## config.mk

```make
export PLATFORM = sky130hd
export DESIGN_NAME = nvstate_seq
export DESIGN_NICKNAME = d
export VERILOG_FILES = /design/src/rtl/nvs_pkg.sv /design/src/rtl/nvs_sync.sv /design/src/rtl/nvs_timer.sv /design/src/rtl/nvs_ctrl.sv /design/src/rtl/nvs_decode.sv /design/src/rtl/nvstate_seq.sv
export SDC_FILE = /design/constraint.sdc
export NUM_CORES = 1
export LEC_CHECK = 0
export BUFFER_PORTS_ARGS = -buffer_cell sky130_fd_sc_hd__buf_2
export CORE_AREA = 2 2 39 41
export DETAILED_ROUTE_END_ITERATION = 6
export DIE_AREA = 0 0 41 43
export GPL_TIMING_DRIVEN = 0
export PLACE_DENSITY = 0.69
export REMOVE_ABC_BUFFERS = 1
export SYNTH_ARGS = -nofsm -noshare
export SYNTH_HDL_FRONTEND = slang
export SYNTH_SLANG_ARGS = --single-unit
```

## constraint.sdc

```tcl
create_clock -name clk_i -period 3 [get_ports clk_i]
set_input_delay 0.75 -clock clk_i [delete_from_list [all_inputs] [get_ports clk_i]]
set_output_delay 0.75 -clock clk_i [all_outputs]
set_load 0.01 [all_outputs]
```

## src/rtl/nvs_pkg.sv

```systemverilog
package nvs_pkg;

  typedef enum logic [1:0] {
    ST_OFF     = 2'd0,
    ST_RESTORE = 2'd1,
    ST_RUN     = 2'd2,
    ST_SAVE    = 2'd3
  } nvs_state_e;

  typedef struct packed {
    logic pgate;
    logic ldis;
    logic eqz;
    logic rail_en;
    logic uclk_en;
    logic pwr_safe;
  } nvs_strobes_t;

  function automatic int nvs_max(input int a, input int b);
    return (a > b) ? a : b;
  endfunction

endpackage

```

## src/rtl/nvs_sync.sv

```systemverilog
module nvs_sync #(
  parameter int STAGES = 2
) (
  input  logic clk_i,
  input  logic rst_ni,
  input  logic async_i,
  output logic sync_o
);

  logic [STAGES-1:0] chain_q;

  for (genvar g = 0; g < STAGES; g++) begin : g_stage
    logic stage_d;
    if (g == 0) begin : g_first
      assign stage_d = async_i;
    end else begin : g_next
      assign stage_d = chain_q[g-1];
    end
    always_ff @(posedge clk_i or negedge rst_ni) begin
      if (!rst_ni) begin
        chain_q[g] <= 1'b0;
      end else begin
        chain_q[g] <= stage_d;
      end
    end
  end

  assign sync_o = chain_q[STAGES-1];

  // the output only ever takes the value the previous stage held
  p_sync_follow_r2: assert property (@(posedge clk_i) disable iff (!rst_ni)
    !$stable(sync_o) |-> (sync_o == $past(chain_q[STAGES-2])));

endmodule

```

## src/rtl/nvs_timer.sv

```systemverilog
module nvs_timer #(
  parameter int CNT_W = 4
) (
  input  logic             clk_i,
  input  logic             rst_ni,
  input  logic             start_i,
  input  logic             step_i,
  output logic [CNT_W-1:0] cnt_o
);

  logic [CNT_W-1:0] cnt_q;
  logic [CNT_W-1:0] cnt_d;

  always_comb begin
    if (start_i) begin
      cnt_d = CNT_W'(1);
    end else if (step_i) begin
      cnt_d = cnt_q + CNT_W'(1);
    end else begin
      cnt_d = '0;
    end
  end

  always_ff @(posedge clk_i or negedge rst_ni) begin
    if (!rst_ni) begin
      cnt_q <= '0;
    end else begin
      cnt_q <= cnt_d;
    end
  end

  assign cnt_o = cnt_q;

  // a stepping sequence advances by exactly one per cycle
  p_cnt_step_r4: assert property (@(posedge clk_i) disable iff (!rst_ni)
    (step_i && !start_i) |=> (cnt_o == $past(cnt_o) + CNT_W'(1)));

  // a fresh sequence always begins at cycle one
  p_cnt_start_r8: assert property (@(posedge clk_i) disable iff (!rst_ni)
    start_i |=> (cnt_o == CNT_W'(1)));

endmodule

```

## src/rtl/nvs_ctrl.sv

```systemverilog
module nvs_ctrl
  import nvs_pkg::*;
#(
  parameter int EQ_AT     = 8,
  parameter int SAFE_GAP  = 2,
  parameter int RS_RESUME = 10,
  parameter int CNT_W     = 4
) (
  input  logic             clk_i,
  input  logic             rst_ni,
  input  logic             flag_i,
  input  logic [CNT_W-1:0] cnt_i,
  output logic             start_o,
  output logic             step_o,
  output nvs_state_e       state_o,
  output logic             save_done_o,
  output logic             restore_done_o
);

  localparam logic [CNT_W-1:0] C_SV_END = CNT_W'(EQ_AT + SAFE_GAP - 1);
  localparam logic [CNT_W-1:0] C_EQ_PRE = CNT_W'(EQ_AT - 1);
  localparam logic [CNT_W-1:0] C_RS_END = CNT_W'(RS_RESUME - 1);

  nvs_state_e state_q, state_d;
  logic       sdone_q, sdone_d;
  logic       rdone_q, rdone_d;

  // next-state process
  always_comb begin
    state_d = state_q;
    start_o = 1'b0;
    step_o  = 1'b0;
    unique case (state_q)
      ST_OFF: begin
        if (flag_i) begin
          state_d = ST_RESTORE;
          start_o = 1'b1;
        end
      end
      ST_RESTORE: begin
        if (cnt_i == C_RS_END) begin
          state_d = ST_RUN;
        end else begin
          step_o = 1'b1;
        end
      end
      ST_RUN: begin
        if (!flag_i) begin
          state_d = ST_SAVE;
          start_o = 1'b1;
        end
      end
      ST_SAVE: begin
        if (cnt_i == C_SV_END) begin
          state_d = ST_OFF;
        end else begin
          step_o = 1'b1;
        end
      end
      default: state_d = ST_OFF;
    endcase
  end

  assign sdone_d = (state_q == ST_SAVE)    && (cnt_i == C_EQ_PRE);
  assign rdone_d = (state_q == ST_RESTORE) && (cnt_i == C_RS_END);

  // register process
  always_ff @(posedge clk_i or negedge rst_ni) begin
    if (!rst_ni) begin
      state_q <= ST_OFF;
      sdone_q <= 1'b0;
      rdone_q <= 1'b0;
    end else begin
      state_q <= state_d;
      sdone_q <= sdone_d;
      rdone_q <= rdone_d;
    end
  end

  assign state_o        = state_q;
  assign save_done_o    = sdone_q;
  assign restore_done_o = rdone_q;

  // save completion is a single-cycle pulse inside the save
  p_save_done_pulse_r4: assert property (@(posedge clk_i) disable iff (!rst_ni)
    save_done_o |=> !save_done_o);
  p_save_done_state_r4: assert property (@(posedge clk_i) disable iff (!rst_ni)
    save_done_o |-> (state_o == ST_SAVE));

  // resume pulse lasts one cycle and coincides with the first run cycle
  p_restore_done_pulse_r7: assert property (@(posedge clk_i) disable iff (!rst_ni)
    restore_done_o |=> !restore_done_o);
  p_restore_done_entry_r7: assert property (@(posedge clk_i) disable iff (!rst_ni)
    restore_done_o |-> (state_o == ST_RUN && $past(state_o) == ST_RESTORE));

  // a running sequence is never left except at its own end
  p_restore_no_abort_r8: assert property (@(posedge clk_i) disable iff (!rst_ni)
    (state_o == ST_RESTORE) |=> (state_o == ST_RESTORE || state_o == ST_RUN));
  p_save_no_abort_r9: assert property (@(posedge clk_i) disable iff (!rst_ni)
    (state_o == ST_SAVE) |=> (state_o == ST_SAVE || state_o == ST_OFF));

endmodule

```

## src/rtl/nvs_decode.sv

```systemverilog
module nvs_decode
  import nvs_pkg::*;
#(
  parameter int PG_AT      = 2,
  parameter int LD_AT      = 4,
  parameter int EQ_AT      = 8,
  parameter int RS_EQ_OFF  = 2,
  parameter int RS_RAIL_ON = 3,
  parameter int RS_VALID   = 6,
  parameter int CNT_W      = 4
) (
  input  logic             clk_i,
  input  logic             rst_ni,
  input  nvs_state_e       state_i,
  input  logic [CNT_W-1:0] cnt_i,
  output nvs_strobes_t     strb_o
);

  localparam logic [CNT_W-1:0] C_PG   = CNT_W'(PG_AT);
  localparam logic [CNT_W-1:0] C_LD   = CNT_W'(LD_AT);
  localparam logic [CNT_W-1:0] C_EQ   = CNT_W'(EQ_AT);
  localparam logic [CNT_W-1:0] C_REQ  = CNT_W'(RS_EQ_OFF);
  localparam logic [CNT_W-1:0] C_RAIL = CNT_W'(RS_RAIL_ON);
  localparam logic [CNT_W-1:0] C_VAL  = CNT_W'(RS_VALID);

  always_comb begin
    strb_o = '0;
    unique case (state_i)
      ST_OFF: begin
        strb_o.pgate    = 1'b1;
        strb_o.ldis     = 1'b1;
        strb_o.eqz      = 1'b1;
        strb_o.pwr_safe = 1'b1;
      end
      ST_RESTORE: begin
        strb_o.eqz     = (cnt_i <  C_REQ);
        strb_o.rail_en = (cnt_i >= C_RAIL);
        strb_o.ldis    = (cnt_i <  C_VAL);
      end
      ST_RUN: begin
        strb_o.rail_en = 1'b1;
        strb_o.uclk_en = 1'b1;
      end
      ST_SAVE: begin
        strb_o.pgate   = (cnt_i >= C_PG);
        strb_o.rail_en = (cnt_i <  C_PG);
        strb_o.ldis    = (cnt_i >= C_LD);
        strb_o.eqz     = (cnt_i >= C_EQ);
      end
      default: strb_o = '0;
    endcase
  end

  // power-gate excludes the user clock and the rail
  p_pg_excl_r10: assert property (@(posedge clk_i) disable iff (!rst_ni)
    strb_o.pgate |-> (!strb_o.uclk_en && !strb_o.rail_en));
  // latch-disable rises only under an already-raised power-gate
  p_ld_after_pg_r10: assert property (@(posedge clk_i) disable iff (!rst_ni)
    $rose(strb_o.ldis) |-> $past(strb_o.pgate));
  // equalize rises only under an already-raised latch-disable
  p_eq_after_ld_r10: assert property (@(posedge clk_i) disable iff (!rst_ni)
    $rose(strb_o.eqz) |-> $past(strb_o.ldis));
  // power may be removed only with all three strobes raised
  p_safe_strobes_r5: assert property (@(posedge clk_i) disable iff (!rst_ni)
    strb_o.pwr_safe |-> (strb_o.pgate && strb_o.ldis && strb_o.eqz));
  // the user clock is already frozen when power-gate rises
  p_freeze_first_r4: assert property (@(posedge clk_i) disable iff (!rst_ni)
    $rose(strb_o.pgate) |-> !$past(strb_o.uclk_en));
  // power-gate is the first strobe to fall on restore
  p_pg_falls_first_r6: assert property (@(posedge clk_i) disable iff (!rst_ni)
    $fell(strb_o.pgate) |-> (strb_o.ldis && strb_o.eqz && !strb_o.rail_en));

endmodule

```

## src/rtl/nvstate_seq.sv

```systemverilog
module nvstate_seq
  import nvs_pkg::*;
#(
  parameter int SYNC_STAGES = 2,
  parameter int PG_AT       = 2,
  parameter int LD_AT       = 4,
  parameter int EQ_AT       = 8,
  parameter int SAFE_GAP    = 2,
  parameter int RS_EQ_OFF   = 2,
  parameter int RS_RAIL_ON  = 3,
  parameter int RS_VALID    = 6,
  parameter int RS_RESUME   = 10
) (
  input  logic       clk_i,
  input  logic       rst_ni,
  input  logic       energy_ok_i,
  output logic       pgate_o,
  output logic       ldis_o,
  output logic       eqz_o,
  output logic       nvrail_en_o,
  output logic       uclk_en_o,
  output logic       pwr_safe_o,
  output logic [1:0] state_o,
  output logic       save_done_o,
  output logic       restore_done_o
);

  localparam int LAST_CYC = nvs_max(EQ_AT + SAFE_GAP, RS_RESUME);
  localparam int CNT_W    = $clog2(LAST_CYC + 1);

  logic             flag_s;
  logic             start_w;
  logic             step_w;
  logic [CNT_W-1:0] cnt_w;
  nvs_state_e       state_w;
  nvs_strobes_t     strb_w;

  nvs_sync #(.STAGES(SYNC_STAGES)) u_sync (
    .clk_i   (clk_i),
    .rst_ni  (rst_ni),
    .async_i (energy_ok_i),
    .sync_o  (flag_s)
  );

  nvs_timer #(.CNT_W(CNT_W)) u_timer (
    .clk_i   (clk_i),
    .rst_ni  (rst_ni),
    .start_i (start_w),
    .step_i  (step_w),
    .cnt_o   (cnt_w)
  );

  nvs_ctrl #(
    .EQ_AT     (EQ_AT),
    .SAFE_GAP  (SAFE_GAP),
    .RS_RESUME (RS_RESUME),
    .CNT_W     (CNT_W)
  ) u_ctrl (
    .clk_i          (clk_i),
    .rst_ni         (rst_ni),
    .flag_i         (flag_s),
    .cnt_i          (cnt_w),
    .start_o        (start_w),
    .step_o         (step_w),
    .state_o        (state_w),
    .save_done_o    (save_done_o),
    .restore_done_o (restore_done_o)
  );

  nvs_decode #(
    .PG_AT      (PG_AT),
    .LD_AT      (LD_AT),
    .EQ_AT      (EQ_AT),
    .RS_EQ_OFF  (RS_EQ_OFF),
    .RS_RAIL_ON (RS_RAIL_ON),
    .RS_VALID   (RS_VALID),
    .CNT_W      (CNT_W)
  ) u_decode (
    .clk_i   (clk_i),
    .rst_ni  (rst_ni),
    .state_i (state_w),
    .cnt_i   (cnt_w),
    .strb_o  (strb_w)
  );

  assign pgate_o     = strb_w.pgate;
  assign ldis_o      = strb_w.ldis;
  assign eqz_o       = strb_w.eqz;
  assign nvrail_en_o = strb_w.rail_en;
  assign uclk_en_o   = strb_w.uclk_en;
  assign pwr_safe_o  = strb_w.pwr_safe;
  assign state_o     = state_w;

  // the user logic runs only in the running state with a live rail
  p_run_strobes_r3: assert property (@(posedge clk_i) disable iff (!rst_ni)
    uclk_en_o |-> (state_o == 2'd2 && nvrail_en_o && !pgate_o && !ldis_o && !eqz_o));

endmodule

```

==> results of run 1 <==
## logic make-up after synthesis
logic type                 synth area share
and+or+nand+nor                      0.1918
AOI/OAI and AO/OA                    0.1265
DFF                                  0.4082
buffers and inverters               0.06123
adders and majority gates            0.1429
xor gates and xnor gates            0.02858
muxes                               0.04081
## how the worst max path moves through the flow
stage,to,slack (ns),cells after the start
after floorplan,nvrail_en_o,1.12,4
after global placement,eqz_o,0.98,4
after detailed placement,eqz_o,0.96,4
after CTS,eqz_o,0.66,4
after global routing,eqz_o,0.56,4
final,eqz_o,0.67,4
## power by group
part,internal [µW],switching (µW),total [µW]
sequential,166,44.7,210
combinational,183,229,412
clock,73.6,45.6,119
## cell type report
class / instances / area, µm² / area share
clock buffers: 4 / 36.28 / 0.05106
flip-flops and latches: 10 / 250.2 / 0.3521
inverters: 5 / 18.77 / 0.02641
multi-input cells: 44 / 325.3 / 0.4577
repair buffers: 12 / 60.06 / 0.08451
well taps: 16 / 20.02 / 0.02817
## placed cells by master (no fill, tap or decap)
cell type  instances
a211oi_1           1
a21oi_1            4
a221oi_1           1
a31oi_1            1
and2_2             1
and3b_2            1
and4b_1            1
buf_2             12
clkbuf_4           3
clkbuf_8           1
dfrtp_1           10
ha_1               7
inv_1              5
mux2_4             1
mux2i_1            1
nand2_1            2
nand3_1            1
nand3b_1           3
nor2_1             8
nor3_1             2
o211ai_2           1
o21ai_0            3
o31ai_1            1
or2b_2             1
or3_1              1
xnor2_1            1
xor2_1             1
## state kept, by name (all words and copies together), names as in the netlist
signal                  cells
u_ctrl.restore_done_o       1
u_ctrl.save_done_o          1
u_ctrl.state_o              2
u_sync.g_stage.stage_d      1
u_sync.sync_o               1
u_timer.cnt_o               4
## worst register-to-register path: cells and delay by family (launching register included)
kind                     cells  cell delay [ns]
multiplexers                 1             0.32
buffers and inverters        1             0.15
AND/OR/NAND/NOR              1             0.34
flip-flops                   1             0.47
adder cells (fa/ha/maj)      1             0.29
AO/OA/AOI/OAI                1             0.09
## metal layers
metal,up-vias,global-route usage,wire length (µm)
met3,0,0.07853,54
met4,0,0.04000,0
met5,-,0,0
li1,237,-,-
met1,223,0.2067,503
met2,9,0.2344,521
## through the flow
step                utilization  hold WS, ns  cell area [µm²]
floorplan                     -       0.3312            594.3
global placement         0.4873       0.3351            674.4
detailed placement       0.4873       0.3347            674.4
CTS                      0.5136       0.3280            710.7
global route             0.5136       0.3274            710.7
finish                   0.5136       0.3230            710.7
==> impl_metrics.py, run 1 <==
metrics = {
    "synth": {
        "synthCells": 61,
        "synth-seq-cells": 10,
        "yosys_warnings": 0,
        "avgSynthCellArea_um2": 10.05,
        "synthArstFlopShare": 1.000,
        "synth_edf_count": 0,
        "synth_flop_cell": "dfrtp_1",
        "ys_types": 26,
        "mappedNetlistArea_um2": 613.1,
        "synth.top_cell.area_share": 0.4082,
        "ys_seq_area_frac": 0.4082,
        "synthTopCellsByArea": "dfrtp_1, ha_1, nor2_1, nand3b_1, a21oi_1",
        "synth_commonest_cells": "dfrtp_1, nor2_1, ha_1, inv_1, a21oi_1",
        "synth_largest_area_cell": "dfrtp_1",
        "synth_most_common_cell": "dfrtp_1",
    },
    "floorplanning": {
        "coreArea_mm2": 0.001384,
        "io_pins": 13,
        "die_w_um": 41,
        "core.rowCount": 14,
        "initial_utilization": 0.4430,
        "die_area_mm2": 0.001763,
        "die_h_um": 43,
    },
    "clock_tree": {
        "cts_tree": "built",
        "clkTransAtPathRegs_ns": 0.07,
        "clock-root-buffer": "clkbuf_4",
        "cts_made_buffers": 3,
        "cts_htree_levels": 1,
        "cts.hold.buffers_added": 0,
        "cts.sinks": 10,
        "clk_latency_ns": 0.27,
        "cts-resized-gates": 0,
        "cts_setup_buffers": 0,
        "clockBufferDepth": 2,
    },
    "global_routing": {
        "grt.overflow.total": 0,
        "grt_pass1_wl_um": 1904,
        "grt_pass1_vias": 447,
        "antenna_found_initial": 0,
        "grt_max_degree": 11,
        "grt_usage": 0.1604,
    },
    "finish": {
        "n_antenna_cell": 0,
        "area_growth_pct": 15.92,
        "n_fill_cell": 135,
        "layout.nets": 86,
        "drive_gt1_frac": 0.2800,
        "instances_no_fill": 91,
    },
    "sta": {
        "fmax_mhz": 428.4,
        "rsz0062_at_grt": "no",
        "finalSetupViolCount": 0,
        "layout_setup_ws_ns": 0.6656,
        "fin_crit_sh": 0.7781,
        "tightestPinTransition_ns": 0.2679,
        "final_hold_viol_count": 0,
        "skew_ns": 0.009871,
        "slew_headroom": 0.8214,
        "drv_slew": 0,
        "fin_setup_tns_ns": 0,
        "fin_crit_ns": 2.334,
    },
    "placed_design": {
        "dpl.hpwl_um": 811.9,
        "dp_slack_ns": 0.9589,
        "gp_congestion": 0.7332,
        "dp_cells": 87,
        "port_buffers": 12,
    },
    "route": {
        "antenna_left": 0,
        "drt_iter0_drc": 1,
        "totalWireLength_um": 1078,
        "avgViaCountPerCell": 5.154,
        "vias": 469,
        "detail_route.first_pass.iterations": 2,
        "wl_per_cell_um": 11.85,
        "drc": 0,
    },
    "worst_setup_path": {
        "crit_type": "reg2out",
        "crit_path_start": "u_ctrl.state_o[0]",
        "max_stage_delay_ns": 0.47,
        "cp-start-kind": "flip-flop",
        "crit_chain": "ha_1, a221oi_1, nor2_1, buf_2",
        "r2r_start": "u_ctrl.state_o[0]",
        "crit_fanout": 8,
        "worstPathRequired_ns": 2.25,
        "critPathArrivalTime_ns": 1.58,
        "critPathBufInv": 1,
        "critical_path.top_delay_family": "flip-flops",
        "ff2ff_path_depth": 5,
        "end_kind": "output pin",
        "cpMaxStageDelayCell": "dfrtp_1",
        "r2r-end": "u_ctrl.state_o[1]",
        "reg2reg_setup_slack_ns": 1.23,
    },
    "power": {
        "p_per_area_mw_per_mm2": 1043,
        "cellLeakagePower_uw": 0.0003676,
        "peakVddDrop_mv": 0.4192,
        "power_uw": 741.2,
    },
    "job": {
        "maxCapViolCount": 0,
    },
    "status": {
        "status": "finished, final reports clean",
    },
    "hold_path": {
        "min_path_type": "in2async",
    },
}
Power figures use the tool's default switching activity.
==> run 2: changes to the inputs <==
Settings changed: CORE_AREA 2 2 39 41 to 2 2 40 42, DIE_AREA 0 0 41 43 to 0 0 42 44.
Clock period 3 ns to 1.9 ns, I/O delays scaled along.
==> run 2 against run 1 <==
Flip-flop and latch count unchanged. Utilization is 9.9 points higher. Final area increased by 22%. Via count rose by 16%. Die area increased by 4.8%. Combinational power rose by 110%. Global-route usage grew 0.16 points. Worst setup slack worse by 0.65 ns. Sequential power increased by 70%. Total power up 93%.
==> impl_metrics.py, run 2 (same netlist as run 1, synthesis figures left out) <==
metrics = {
    "status": {
        "status": "finished, final reports clean",
    },
    "finish": {
        "layout_common_cells": "buf_2, buf_4, nor2_1",
        "fin_area_um2": 869.6,
        "layout.nets": 97,
        "final_common_cell": "buf_2",
        "largest_reg_flops": 4,
        "drive_gt1_frac": 0.5465,
        "area_growth_pct": 41.84,
        "n_antenna_cell": 0,
    },
    "global_routing": {
        "grt.overflow.total": 0,
        "grt_usage": 0.1620,
        "antenna_found_initial": 0,
        "grt_pass1_vias": 460,
        "grt_pass1_wl_um": 2125,
        "grt_max_degree": 11,
    },
    "sta": {
        "fmax_mhz": 531.2,
        "drv_slew": 0,
        "fin_crit_sh": 0.9908,
        "fin_setup_tns_ns": 0,
        "tightestPinTransition_ns": 0.2374,
        "fin_crit_ns": 1.883,
        "finalSetupViolCount": 0,
        "final_hold_viol_count": 0,
        "slew_headroom": 0.8401,
        "rsz0062_at_grt": "yes",
        "skew_ns": 0.004050,
    },
    "worst_setup_path": {
        "worstPathRequired_ns": 1.42,
        "crit_fanout": 7,
        "crit_type": "reg2out",
        "r2r_start": "u_ctrl.state_o[0]",
        "cp-start-kind": "flip-flop",
        "r2r-end": "u_ctrl.state_o[1]",
        "end_kind": "output pin",
        "critPathArrivalTime_ns": 1.41,
        "reg2reg_setup_slack_ns": 0.26,
        "ff2ff_path_depth": 5,
    },
    "placed_design": {
        "gp_congestion": 0.7648,
        "port_buffers": 12,
        "dpl_cell_area_um2": 674.4,
        "dpl.hpwl_um": 809,
    },
    "route": {
        "drt_iter0_drc": 6,
        "vias": 546,
        "totalWireLength_um": 1391,
        "wl_per_cell_um": 13.64,
        "avgViaCountPerCell": 5.353,
        "wl_met2_um": 718,
        "drc": 0,
        "detail_route.first_pass.iterations": 6,
        "top_layer": "met4",
        "antenna_left": 0,
        "wl_met3_um": 67,
        "met1_length_um": 580,
    },
    "floorplanning": {
        "initial_utilization": 0.4321,
        "die_area_mm2": 0.001848,
        "coreArea_mm2": 0.001419,
        "core.rowCount": 14,
        "die_w_um": 42,
        "io_pins": 13,
        "die_h_um": 44,
    },
    "clock_tree": {
        "clockBufferDepth": 2,
        "clock-root-buffer": "clkbuf_4",
        "clkTransAtPathRegs_ns": 0.07,
        "cts_tree": "built",
        "cts_made_buffers": 3,
        "clk_latency_ns": 0.27,
        "cts.sinks": 10,
        "cts.hold.buffers_added": 0,
        "cts_htree_levels": 1,
    },
    "power": {
        "peakVddDrop_mv": 0.7445,
        "p_sw_frac": 0.4235,
        "p_per_area_mw_per_mm2": 1641,
        "power.net_switching_uw": 604.5,
        "power_uw": 1427,
        "combinationalPowerShare": 0.614,
        "seq_power_share": 0.250,
        "pwr-share-clk": 0.136,
        "p_int_uw": 822.9,
        "cellLeakagePower_uw": 0.0004194,
    },
    "hold_path": {
        "min_path_type": "in2async",
    },
    "job": {
        "maxCapViolCount": 0,
    },
}
## run 2: cell count changes in the layout (fill, tap and decap cells not counted), moves of 2 or more
cell / before / now
ha_4: 0 / 4
dfrtp_2: 0 / 5
ha_1: 7 / 2
dfrtp_1: 10 / 5
buf_4: 0 / 11
inv_1: 5 / 3
## run 2: power by group through the flow
stage,sequential [µW],combinational (µW),clock (µW)
global placement,334,629,0
global route,367,973,215
CTS,344,697,200
finish,357,877,194
floorplan,331,445,0
detailed placement,339,633,0
## run 2: worst max path at each step
stage	startpoint	endpoint	slack, ns	cells past startpoint
2_1_floorplan	u_ctrl.state_o[0]	u_ctrl.state_o[1]	0.22	5
3_3_place_gp	u_ctrl.state_o[0]	eqz_o	0.17	4
3_5_place_dp	u_ctrl.state_o[0]	eqz_o	0.15	4
4_1_cts	u_ctrl.state_o[1]	ldis_o	-0.01	5
5_1_grt	u_ctrl.state_o[0]	nvrail_en_o	-0.08	5
6_report	u_ctrl.state_o[0]	eqz_o	0.02	4
## run 2: area by class of cell
| type | instances | area, µm² |
|---|---|---|
| Sequential cell | 10 | 256.5 |
| Inverter | 5 | 21.27 |
| Multi-Input combinational cell | 44 | 392.9 |
| Fill cell | 115 | 549.3 |
| Clock buffer | 4 | 36.28 |
| Tap cell | 16 | 20.02 |
| Timing Repair Buffer | 23 | 142.6 |
## run 2: per-layer routing
metal  global-route usage  vias up
met5                    0        -
met4              0.05806        0
met3              0.06250        4
met2               0.2625       18
met1               0.1969      262
li1                     -      262
## run 2: worst max-delay path: stages (launching register included)
cell	delay, ns
dfrtp_2	0.48
ha_4	0.22
a221oi_2	0.24
nor2_1	0.06
buf_2	0.14
## run 2: repair_timing
| item | CTS | global route |
|---|---|---|
| pin swaps | 0 | 4 |
| buffers inserted | 4 | 7 |
| gates resized for setup | 9 | 11 |
| endpoints found under the setup margin | 4 | 4 |
## run 2: metrics by stage
stage	setup WS (ns)	utilization	hold WS [ns]	instances
after floorplan	0.2241	-	0.1794	59
after global placement	0.1658	0.4753	0.3340	87
after detailed placement	0.1541	0.4753	0.3362	87
after CTS	-0.01261	0.5379	0.05236	95
after global routing	-0.08466	0.6129	0.05817	102
final	0.01746	0.6129	0.04686	102
==> run 3: changes to the inputs <==
Settings changed: CORE_AREA 2 2 40 42 to 2 2 39 41, DIE_AREA 0 0 42 44 to 0 0 41 43.
Clock period 1.9 ns to 1.93 ns, I/O delays scaled along.
==> run 3 against run 2 <==
Via count decreased by 5.9%. Non-clock buffer count unchanged. Final area down 0.86%. Critical endpoint unchanged. Largest cell class unchanged.
==> impl_metrics.py, run 3 (same netlist as run 1, synthesis figures left out) <==
metrics = {
    "clock_tree": {
        "cts_htree_levels": 1,
        "cts.hold.buffers_added": 0,
        "clockBufferDepth": 2,
        "cts_tree": "built",
        "cts.sinks": 10,
        "clock-root-buffer": "clkbuf_4",
        "clkTransAtPathRegs_ns": 0.07,
        "cts_made_buffers": 3,
        "clk_latency_ns": 0.27,
    },
    "global_routing": {
        "grt_max_degree": 11,
        "antenna_found_initial": 0,
        "grt_pass1_vias": 453,
        "grt_pass1_wl_um": 1932,
        "grt_usage": 0.1635,
        "grt.overflow.total": 0,
    },
    "sta": {
        "fin_setup_tns_ns": 0,
        "drv_slew": 0,
        "final_hold_viol_count": 0,
        "tightestPinTransition_ns": 0.2385,
        "rsz0062_at_grt": "yes",
        "timing.hold.ws_ns": 0.04846,
        "slew_headroom": 0.8404,
        "fin_crit_ns": 1.918,
        "finalSetupViolCount": 0,
        "skew_ns": 0.01219,
        "fmax_mhz": 521.4,
        "fin_crit_sh": 0.9937,
    },
    "placed_design": {
        "port_buffers": 12,
        "gp_congestion": 0.7332,
        "dpl.hpwl_um": 811.9,
    },
    "power": {
        "power.net_switching_uw": 595.8,
        "combinationalPowerShare": 0.609,
        "pwr-share-clk": 0.136,
        "seq_power_share": 0.255,
        "peakVddDrop_mv": 0.6791,
        "power_uw": 1393,
        "p_per_area_mw_per_mm2": 1616,
        "p_int_uw": 797.7,
        "cellLeakagePower_uw": 0.0004124,
        "p_sw_frac": 0.4276,
    },
    "floorplanning": {
        "die_h_um": 43,
        "core.rowCount": 14,
        "io_pins": 13,
        "die_w_um": 41,
        "die_area_mm2": 0.001763,
        "initial_utilization": 0.4430,
        "coreArea_mm2": 0.001384,
    },
    "route": {
        "vias": 514,
        "met1_length_um": 600,
        "antenna_left": 0,
        "detail_route.first_pass.iterations": 2,
        "totalWireLength_um": 1345,
        "wl_met3_um": 59,
        "wl_met2_um": 685,
        "drc": 0,
        "drt_iter0_drc": 8,
        "top_layer": "met3",
        "wl_per_cell_um": 13.19,
        "avgViaCountPerCell": 5.039,
    },
    "finish": {
        "area_growth_pct": 40.61,
        "utilization": 0.6230,
        "largest_reg_flops": 4,
        "layout.nets": 97,
        "drive_gt1_frac": 0.5581,
        "final_common_cell": "buf_2",
        "n_fill_cell": 120,
        "layout_common_cells": "buf_2, buf_4, nor2_1",
        "n_antenna_cell": 0,
    },
    "hold_path": {
        "min_path_type": "in2async",
    },
    "worst_setup_path": {
        "end_kind": "output pin",
        "r2r_start": "u_ctrl.state_o[0]",
        "reg2reg_setup_slack_ns": 0.23,
        "cp-start-kind": "flip-flop",
        "critPathArrivalTime_ns": 1.44,
        "worstPathRequired_ns": 1.45,
        "ff2ff_path_depth": 5,
        "crit_fanout": 5,
        "r2r-end": "u_ctrl.state_o[1]",
        "crit_type": "reg2out",
    },
    "job": {
        "maxCapViolCount": 0,
    },
    "status": {
        "status": "finished, final reports clean",
    },
}
-- run 3: cell types whose count changed in the layout (fill, tap and decap cells not counted), sizes merged --
cell	before	now
buf	23	22
clkbuf	4	5
-- run 3: timing repair --
action                     in CTS  in global routing
setup endpoints to repair       4                  4
resized for setup               4                 16
setup buffers                   3                  8
pin swaps                       0                  3
cloned                          0                  0
-- run 3: through the flow --
step                      cell area, µm²  setup WS [ns]  std cells
after floorplan                    594.3         0.2541         59
after global placement             674.4         0.1731         87
after detailed placement           674.4         0.1564         87
after CTS                          740.7       -0.01220         94
after global routing               862.1       -0.04278        102
final                              862.1        0.01224        102
-- run 3: worst max-delay path, cell delays in order, from the launching register on --
cell and delay (ns):
dfrtp_2 0.49, ha_4 0.21, a221oi_2 0.24, nor2_1 0.08
buf_2 0.14
-- run 3: power by group through the flow --
stage	Sequential, µW	Combinational [µW]	Clock, µW
CTS	323	698	191
finish	355	848	190
floorplan	326	438	0
global route	365	926	213
detailed placement	334	630	0
global placement	329	624	0
-- run 3: worst max-delay path by stage --
stage | from | end | slack (ns)
CTS | u_ctrl.state_o[0] | eqz_o | -0.01
global route | u_ctrl.state_o[1] | eqz_o | -0.04
global placement | u_ctrl.state_o[0] | eqz_o | 0.17
finish | u_ctrl.state_o[0] | eqz_o | 0.01
detailed placement | u_ctrl.state_o[0] | eqz_o | 0.16
floorplan | u_ctrl.state_o[0] | u_ctrl.state_o[1] | 0.25
-- run 3: layout make-up --
class                           instances  area, µm²  share of cell area
Inverter                                5      21.27             0.02467
Multi-Input combinational cell         44      387.9              0.4499
Timing Repair Buffer                   23      140.1              0.1626
Tap cell                               16      20.02             0.02322
Sequential cell                        10      256.5              0.2975
Clock buffer                            4      36.28             0.04209
-- run 3: metal layers --
layer,vias up,track usage
li1,264,-
met1,239,0.2067
met2,11,0.2438
met3,0,0.07853
met4,0,0.04000
met5,-,0
